<file path="src/rtl/serial_line_resolver.sv">
module serial_line_resolver (
  input  logic       clk,
  input  logic       rst_n,
  input  logic       host_en,
  input  logic       host_port_we,
  input  logic [7:0] host_port_wdata,
  input  logic       host_ctl_we,
  input  logic [7:0] host_ctl_wdata,
  input  logic       dev_we,
  input  logic [7:0] dev_wdata,
  output logic [7:0] host_rdata,
  output logic [7:0] dev_rdata,
  output logic       line_atn,
  output logic       line_clk,
  output logic       line_data,
  output logic       atn_event,
  output logic       atn_pending
);
  localparam int HP_ATN  = 7;
  localparam int HC_DATA = 5;
  localparam int HC_CLK  = 1;
  localparam int DW_DATA = 1;
  localparam int DW_CLK  = 3;
  localparam int DW_ARM  = 4;

  logic h_atn, h_clk, h_dat;
  logic d_dat, d_clk, d_arm;
  logic [7:0] dev_inv;
  logic ack;

  assign dev_inv = ~dev_wdata;

  always_ff @(posedge clk) begin
    if (!rst_n) begin
      h_atn       <= 1'b0;
      h_clk       <= 1'b0;
      h_dat       <= 1'b0;
      d_dat       <= 1'b0;
      d_clk       <= 1'b0;
      d_arm       <= 1'b0;
      atn_event   <= 1'b0;
      atn_pending <= 1'b0;
    end else begin
      atn_event <= 1'b0;
      if (dev_we) begin
        d_dat <= dev_inv[DW_DATA];
        d_clk <= dev_inv[DW_CLK];
        d_arm <= dev_inv[DW_ARM];
      end
      if (host_en && host_ctl_we) begin
        h_dat <= host_ctl_wdata[HC_DATA];
        h_clk <= host_ctl_wdata[HC_CLK];
      end
      if (host_en && host_port_we) begin
        h_atn <= host_port_wdata[HP_ATN];
        if (host_port_wdata[HP_ATN] && !h_atn) begin
          atn_event   <= 1'b1;
          atn_pending <= 1'b1;
        end else if (!host_port_wdata[HP_ATN]) begin
          atn_pending <= 1'b0;
        end
      end
    end
  end

  assign ack       = h_atn ^ d_arm;
  assign line_atn  = ~h_atn;
  assign line_clk  = ~h_clk & ~d_clk;
  assign line_data = ~h_dat & ~d_dat & ~ack;

  assign host_rdata = host_en ? {line_atn, 5'b0, line_data, line_clk} : 8'h00;
  assign dev_rdata  = {line_atn, 4'b0, line_clk, 1'b0, line_data};

  a_r9_single_pulse: assert property (@(posedge clk) disable iff (!rst_n)
    atn_event |=> !atn_event);
  a_r9_on_rise: assert property (@(posedge clk) disable iff (!rst_n)
    atn_event |-> (!line_atn && $past(line_atn)));
  a_r10_pending_with_event: assert property (@(posedge clk) disable iff (!rst_n)
    atn_event |-> atn_pending);
  a_r11_host_frozen: assert property (@(posedge clk) disable iff (!rst_n)
    !$past(host_en) |-> ($stable(h_atn) && $stable(h_clk) && $stable(h_dat)));
  a_r4_data_ack: assert property (@(posedge clk) disable iff (!rst_n)
    line_data |-> (h_atn == d_arm));
  a_r10_pending_needs_atn: assert property (@(posedge clk) disable iff (!rst_n)
    atn_pending |-> !line_atn);
endmodule

</file>
<file path="config.mk">
export PLATFORM = sky130hd
export DESIGN_NAME = serial_line_resolver
export DESIGN_NICKNAME = d
export VERILOG_FILES = /design/src/rtl/serial_line_resolver.sv
export SDC_FILE = /design/constraint.sdc
export NUM_CORES = 1
export LEC_CHECK = 0
export ABC_AREA = 0
export BUFFER_PORTS_ARGS = -buffer_cell sky130_fd_sc_hd__buf_4
export CAP_MARGIN = 20
export CORE_MARGIN = 10
export CORE_UTILIZATION = 35
export DETAILED_ROUTE_END_ITERATION = 10
export GPL_ROUTABILITY_DRIVEN = 0
export PLACE_DENSITY = 0.78
export SYNTH_ARGS = -nofsm -noshare
export SYNTH_HDL_FRONTEND = slang
export SYNTH_SLANG_ARGS = --single-unit
</file>
<file path="constraint.sdc">
create_clock -name clk -period 2.7 [get_ports clk]
set_input_delay 0.135 -clock clk [delete_from_list [all_inputs] [get_ports clk]]
set_output_delay 0.135 -clock clk [all_outputs]
set_load 0.01 [all_outputs]
</file>
==> key figures, run 1 <==
Floorplanning
  – Initial Utilization: 39.1%
  – Die boundary width: 56.2 microns
  – Die Height: approximately 56 microns
  – Ports: 51
  – Num rows: 12
  – Die area: 0.00316 sq mm
  – Core ar.: 0.00117 sq mm

Placement
  – Port bufs: 22
  – Final HPWL DP: 928 microns
  – Placed Area: about 570 sq um
  – Cells after DPL: 80

Critical path
  – Worst path required time: 2.57 ns
  – CP arrival: 1.21 ns
  – WS Path Type: reg2out
  – R2R cell count: 2
  – Endpoint type of the worst setup path: output pin
  – CP max FO: 5
  – CP Launch Type: register

Pwr
  – Sw Pwr: 77.4 uW
  – P_int: 213 uW
  – Reg power frac: 44.5%
  – Overall Power: between 200 and 300 uW
  – Switching share of power: 26.6%
  – Comb pwr share: 24.8%
  – Leak pwr: 0.000322 uW
  – Clock Power Share: 30.7%
  – Peak VDD IR: 0.337 mV
  – P per Cell Area: about 490 mW/mm^2

Synthesis
  – Post-synth EDFFs: 0
  – Async SR Flop Fraction: 0%
  – Synthesized cell area: 458 sq um
  – Warnings from Yosys: 0
  – Cell variety after synth: 20
  – Synth Area in Compound Gates: around a fifth
  – Largest family of logic cells by synthesized area: buffers and inverters
  – Synth Area in Simple Gates: 19.4%
  – Mux contribution to synthesized area: 0%
  – Top_reg_cell synth: dfxtp_1
  – Register area share after synthesis: 35.0%
  – Synth Register Bits: 8
  – Post-Synth XOR/XNOR Area: approximately 1.9%
  – Avg Inst Size Synth: 9.16 sq um
  – Post-Synthesis Cells: 50
  – Adder-cell share of the synthesized area: 0%

Routing
  – Remaining antenna violation count: 0
  – Detailed Route Iter0 Violations: 5
  – Routed wl met2: 540 microns
  – Top routing layer used: met4
  – Routed len/inst: between 10 and 15 microns
  – Post-DR vias/cell: 4.45
  – Drt pass-1 iters: 2
  – DR WL met3: 158 microns
  – Drt total wl: 1110 microns
  – Via Count: 369
  – DRC: 0
  – Metal-1 WL: slightly below 400 microns

Timing
  – Clock skew: 0.00522 ns
  – Setup violators final: 0
  – RSZ-0062 raised after global routing: false
  – Hold Vio Cnt, Final: 0
  – Final Cycle Share: 49.8%
  – Setup Total Neg Slack: 0 ns
  – Fin. max-slew vios: 0
  – Max Clock Freq: 0.744 GHz
  – Fin crit period: 1.34 ns

CTS
  – Worst-skew pair later-pin latency: roughly 0.25 ns
  – TritonCTS clock tree: yes
  – Post-CTS Resized: 0
  – CTS Hold Buffers Added: 0
  – H-tree depth: 1
  – Clock Sinks: 8
  – Postcts setup bufs: 0
  – Number of CTS-inserted buffers: 3
  – Bufs on Longest Clock Path: 2
  – Clock root buffer: clkbuf_4
  – Clk slew on worst S/H paths: 0.05 ns

GRT
  – Overflow after GRT: 0
  – GRT Total Usage: 7.47%
  – Pin count of the biggest net entering global routing: 12
  – Vias in the first global route: 402
  – First-pass GRT wire length: 1880 microns
  – Antenna violations before repair: 0

Layout
  – Commonest non-fill, non-tap cell in the layout: buf_4
  – Non-Filler Instances: 83
  – Antenna Diode Count: 0
  – Layout cells sized above 1: 40.6%
  – Fin area: 591 sq um
  – Final core occ: 50.4%
  – Nets@finish: 101
  – Commonest non-fill, non-tap cells in the layout: 22 x buf_4, 10 x conb_1, 8 x dfxtp_1
  – Synth-to-Final Area Change: 29.0%
  – Fillcell total: about 130

Worst hold path
  – Min-Delay Path Depth: 3
  – Worst hold path type: in2reg

Status
  – Status: finished, final reports clean

Flow run
  – Max Cap Viol: 0
-- metrics by stage --
| stage | hold WS [ns] | setup WS [ns] |
|---|---|---|
| after global placement | 0.396 | 1.66 |
| after detailed placement | 0.402 | 1.66 |
| final | 0.143 | 1.36 |
| after CTS | 0.136 | 1.31 |
| after global routing | 0.134 | 1.23 |
| after floorplan | 0.273 | 1.56 |
-- registers in the layout, summed over array words and instances, names as in the netlist --
register and cells:
d_clk 1, h_clk 1, d_arm 1, d_dat 1
atn_pending 1, h_atn 1, h_dat 1, atn_event 1
-- layer usage --
| metal | vias to the layer above | GRT usage [%] |
|---|---|---|
| met2 | 22 | 12.3 |
| met3 | 2 | 7.06 |
| met4 | 0 | 2.05 |
| met1 | 159 | 6.38 |
| li1 | 186 | - |
| met5 | - | 0 |
-- critical path: stages, from the launching register on --
cell     delay [ns]
dfxtp_1        0.33
xor2_1         0.19
nor3_1         0.26
buf_4          0.19
-- power groups by stage --
stage	registers [uW]	logic, uW	clock network, uW
after global placement	132	70.9	0
after detailed placement	132	72.3	0
after global routing	130	80.7	105
after floorplan	132	50.2	0
after CTS	129	73.3	93.7
final	129	72.2	89.1
-- path summary, 6_finish.rpt --
check        slack, ns      endpoint    startpoint
min               0.14         d_arm  dev_wdata[4]
min reg2reg       0.48         d_clk         d_clk
max               1.36  dev_rdata[0]         h_atn
max reg2reg       1.81   atn_pending         h_atn
-- cell usage after synthesis, types with 3 or more instances --
library cell / number / area share (%)
dfxtp_1: 8 / 35
nand2_1: 4 / 3.3
o211a_1: 3 / 6.6
buf_4: 13 / 21
o21a_1: 3 / 4.9
a21boi_0: 3 / 4.9
and3_1: 3 / 4.1
-- final cells by class --
| type | count | area [sq um] | area share (%) |
|---|---|---|---|
| Inverter | 1 | 3.75 | 0.636 |
| Timing Repair Buffer | 22 | 165 | 28.0 |
| Clock buffer | 3 | 22.5 | 3.81 |
| Tap cell | 14 | 17.5 | 2.97 |
| Multi-Input combinational cell | 35 | 221 | 37.5 |
| Sequential cell | 8 | 160 | 27.1 |
-- kinds of logic after synthesis --
group                  count (synthesis)
buffers and inverters                 16
AND/OR/NAND/NOR                       14
AO/OA/AOI/OAI                         10
flip-flops                             8
XOR/XNOR                               1
other                                  1
(Power assumes the default switching activity.)
==> inputs of run 2 (changes only) <==
--- a/config.mk
+++ b/config.mk
@@ -9,10 +9,10 @@
 export BUFFER_PORTS_ARGS = -buffer_cell sky130_fd_sc_hd__buf_4
 export CAP_MARGIN = 20
 export CORE_MARGIN = 10
-export CORE_UTILIZATION = 35
+export CORE_UTILIZATION = 32
 export DETAILED_ROUTE_END_ITERATION = 10
 export GPL_ROUTABILITY_DRIVEN = 0
-export PLACE_DENSITY = 0.78
+export PLACE_DENSITY = 0.72
 export SYNTH_ARGS = -nofsm -noshare
 export SYNTH_HDL_FRONTEND = slang
 export SYNTH_SLANG_ARGS = --single-unit
==> constraint.sdc (replaced) <==
create_clock -name clk -period 1.3 [get_ports clk]
set_input_delay 0.065 -clock clk [delete_from_list [all_inputs] [get_ports clk]]
set_output_delay 0.065 -clock clk [all_outputs]
set_load 0.01 [all_outputs]
==> run 2 against run 1 <==
Wire length is 6.3% lower. Sequential share of layout area is 0.13 points lower. Global-route usage is 1.0 points lower. Clock power is 100% higher. Combinational power is 110% higher. Flip-flop and latch count stayed put. Via count is 0.54% lower. Cell area is 1.3% higher. Critical path depth stayed put. Clock skew is 0.0050 ns lower. Utilization is 5.0 points lower. Die area is 6.0% higher.
==> key figures, run 2 (synthesized netlist as in run 1, its figures left out) <==
Status
  – Status: finished, final reports clean

Timing
  – Max Clock Freq: 0.836 GHz
  – Fin. max-slew vios: 0
  – Hold Vio Cnt, Final: 0
  – RSZ-0062 raised after global routing: false
  – Setup Total Neg Slack: 0 ns
  – Worst setup margin: 0.104 ns
  – Fin crit period: 1.20 ns
  – Clock skew: approximately 0.00023 ns
  – Final Cycle Share: between 90% and 100%
  – Setup violators final: 0

GRT
  – Antenna violations before repair: 0
  – Overflow after GRT: 0
  – First-pass GRT wire length: 1770 microns
  – Vias in the first global route: 411
  – Pin count of the biggest net entering global routing: 12
  – GRT Total Usage: under 10%

Critical path
  – CP Launch Type: register
  – Worst Setup SP: h_atn
  – CP arrival: 1.13 ns
  – CP max FO: 5
  – Worst path required time: roughly 1.2 ns
  – Endpoint type of the worst setup path: output pin
  – WS Path Type: reg2out
  – RR Startpoint: h_atn

Routing
  – Post-DR vias/cell: 4.37
  – Drt pass-1 iters: 4
  – Drt total wl: 1040 microns
  – Routed len/inst: 12.3 microns
  – Via Count: 367
  – Remaining antenna violation count: 0
  – DRC: 0
  – Detailed Route Iter0 Violations: 3

Floorplanning
  – Num rows: 13
  – Die Height: 57.8 microns
  – Ports: 51
  – Core ar.: roughly 0.0013 sq mm
  – Initial Utilization: 34.8%
  – Die area: between 0.003 and 0.004 sq mm
  – Die boundary width: between 50 and 60 microns

CTS
  – Clock Sinks: 8
  – Postcts setup bufs: 0
  – Bufs on Longest Clock Path: 2
  – Worst-skew pair later-pin latency: 0.24 ns
  – Number of CTS-inserted buffers: 3
  – Clk slew on worst S/H paths: 0.05 ns
  – Post-CTS Resized: 0
  – H-tree depth: 1
  – TritonCTS clock tree: yes
  – Clock root buffer: clkbuf_4
  – CTS Hold Buffers Added: 0

Placement
  – Place WS: 0.322 ns
  – Port bufs: 22

Layout
  – Commonest non-fill, non-tap cell in the layout: buf_4
  – Fillcell total: 139
  – Synth-to-Final Area Change: 30.6%
  – Antenna Diode Count: 0
  – Nets@finish: 101
  – Commonest non-fill, non-tap cells in the layout: 22 x buf_4, 10 x conb_1, 7 x dfxtp_1
  – Layout cells sized above 1: 43.5%

Worst hold path
  – Hold wc startpoint: dev_wdata[4]
  – Worst hold path type: in2reg

Pwr
  – Peak VDD IR: 0.490 mV
  – Overall Power: approximately 600 uW
  – Leak pwr: approximately 0.00032 uW
  – P per Cell Area: 1000 mW/mm^2

Flow run
  – Max Cap Viol: 0
==> run 2: path summary, 6_finish.rpt <==
check / slack, ns / endpoint / cells after the start
worst min-delay path: 0.08 / d_arm / 3
worst max register to register: 0.44 / atn_pending / 2
worst max-delay path: 0.10 / host_rdata[1] / 3
worst min register to register: 0.50 / d_arm / 1
==> run 2: cell type report <==
class / count / area, sq um / area share [%]
clock buffer: 3 / 22.5 / 3.77
multi-input combinational: 35 / 226 / 37.9
inverter: 1 / 3.75 / 0.628
timing repair buffer: 22 / 165 / 27.6
sequential: 8 / 161 / 27.0
tap: 15 / 18.8 / 3.14
==> run 2: power by group <==
part           internal, uW  switching (uW)  total, uW
Combinational          79.4            69.9        149
Sequential              260            9.87        269
Clock                   105            75.4        180
==> run 2: layer usage <==
| metal | share of wire, % | up-vias | wire [microns] | global-route usage, % |
|---|---|---|---|---|
| met3 | 14 | 0 | 143 | 5.23 |
| li1 | - | 186 | - | - |
| met5 | 0 | - | 0 | 0 |
| met1 | 44 | 160 | 452 | 6.38 |
| met2 | 42 | 21 | 439 | 9.97 |
| met4 | 0 | 0 | 0 | 2.01 |
==> run 2: stage by stage <==
step                      cell area [sq um]  utilization [%]  instances  hold WS, ns
after floorplan                         492                -         59        0.203
after global placement                  569             43.2         81        0.326
after detailed placement                569             43.2         81        0.335
after CTS                               592             44.9         84       0.0708
after global routing                    598             45.4         84       0.0762
final                                   598             45.4         84       0.0772
==> run 2: worst max-delay path, stage by stage (launching register included) <==
cell and delay [ns]:
dfxtp_2 0.33, xor2_1 0.18, nor4b_2 0.21, buf_4 0.16
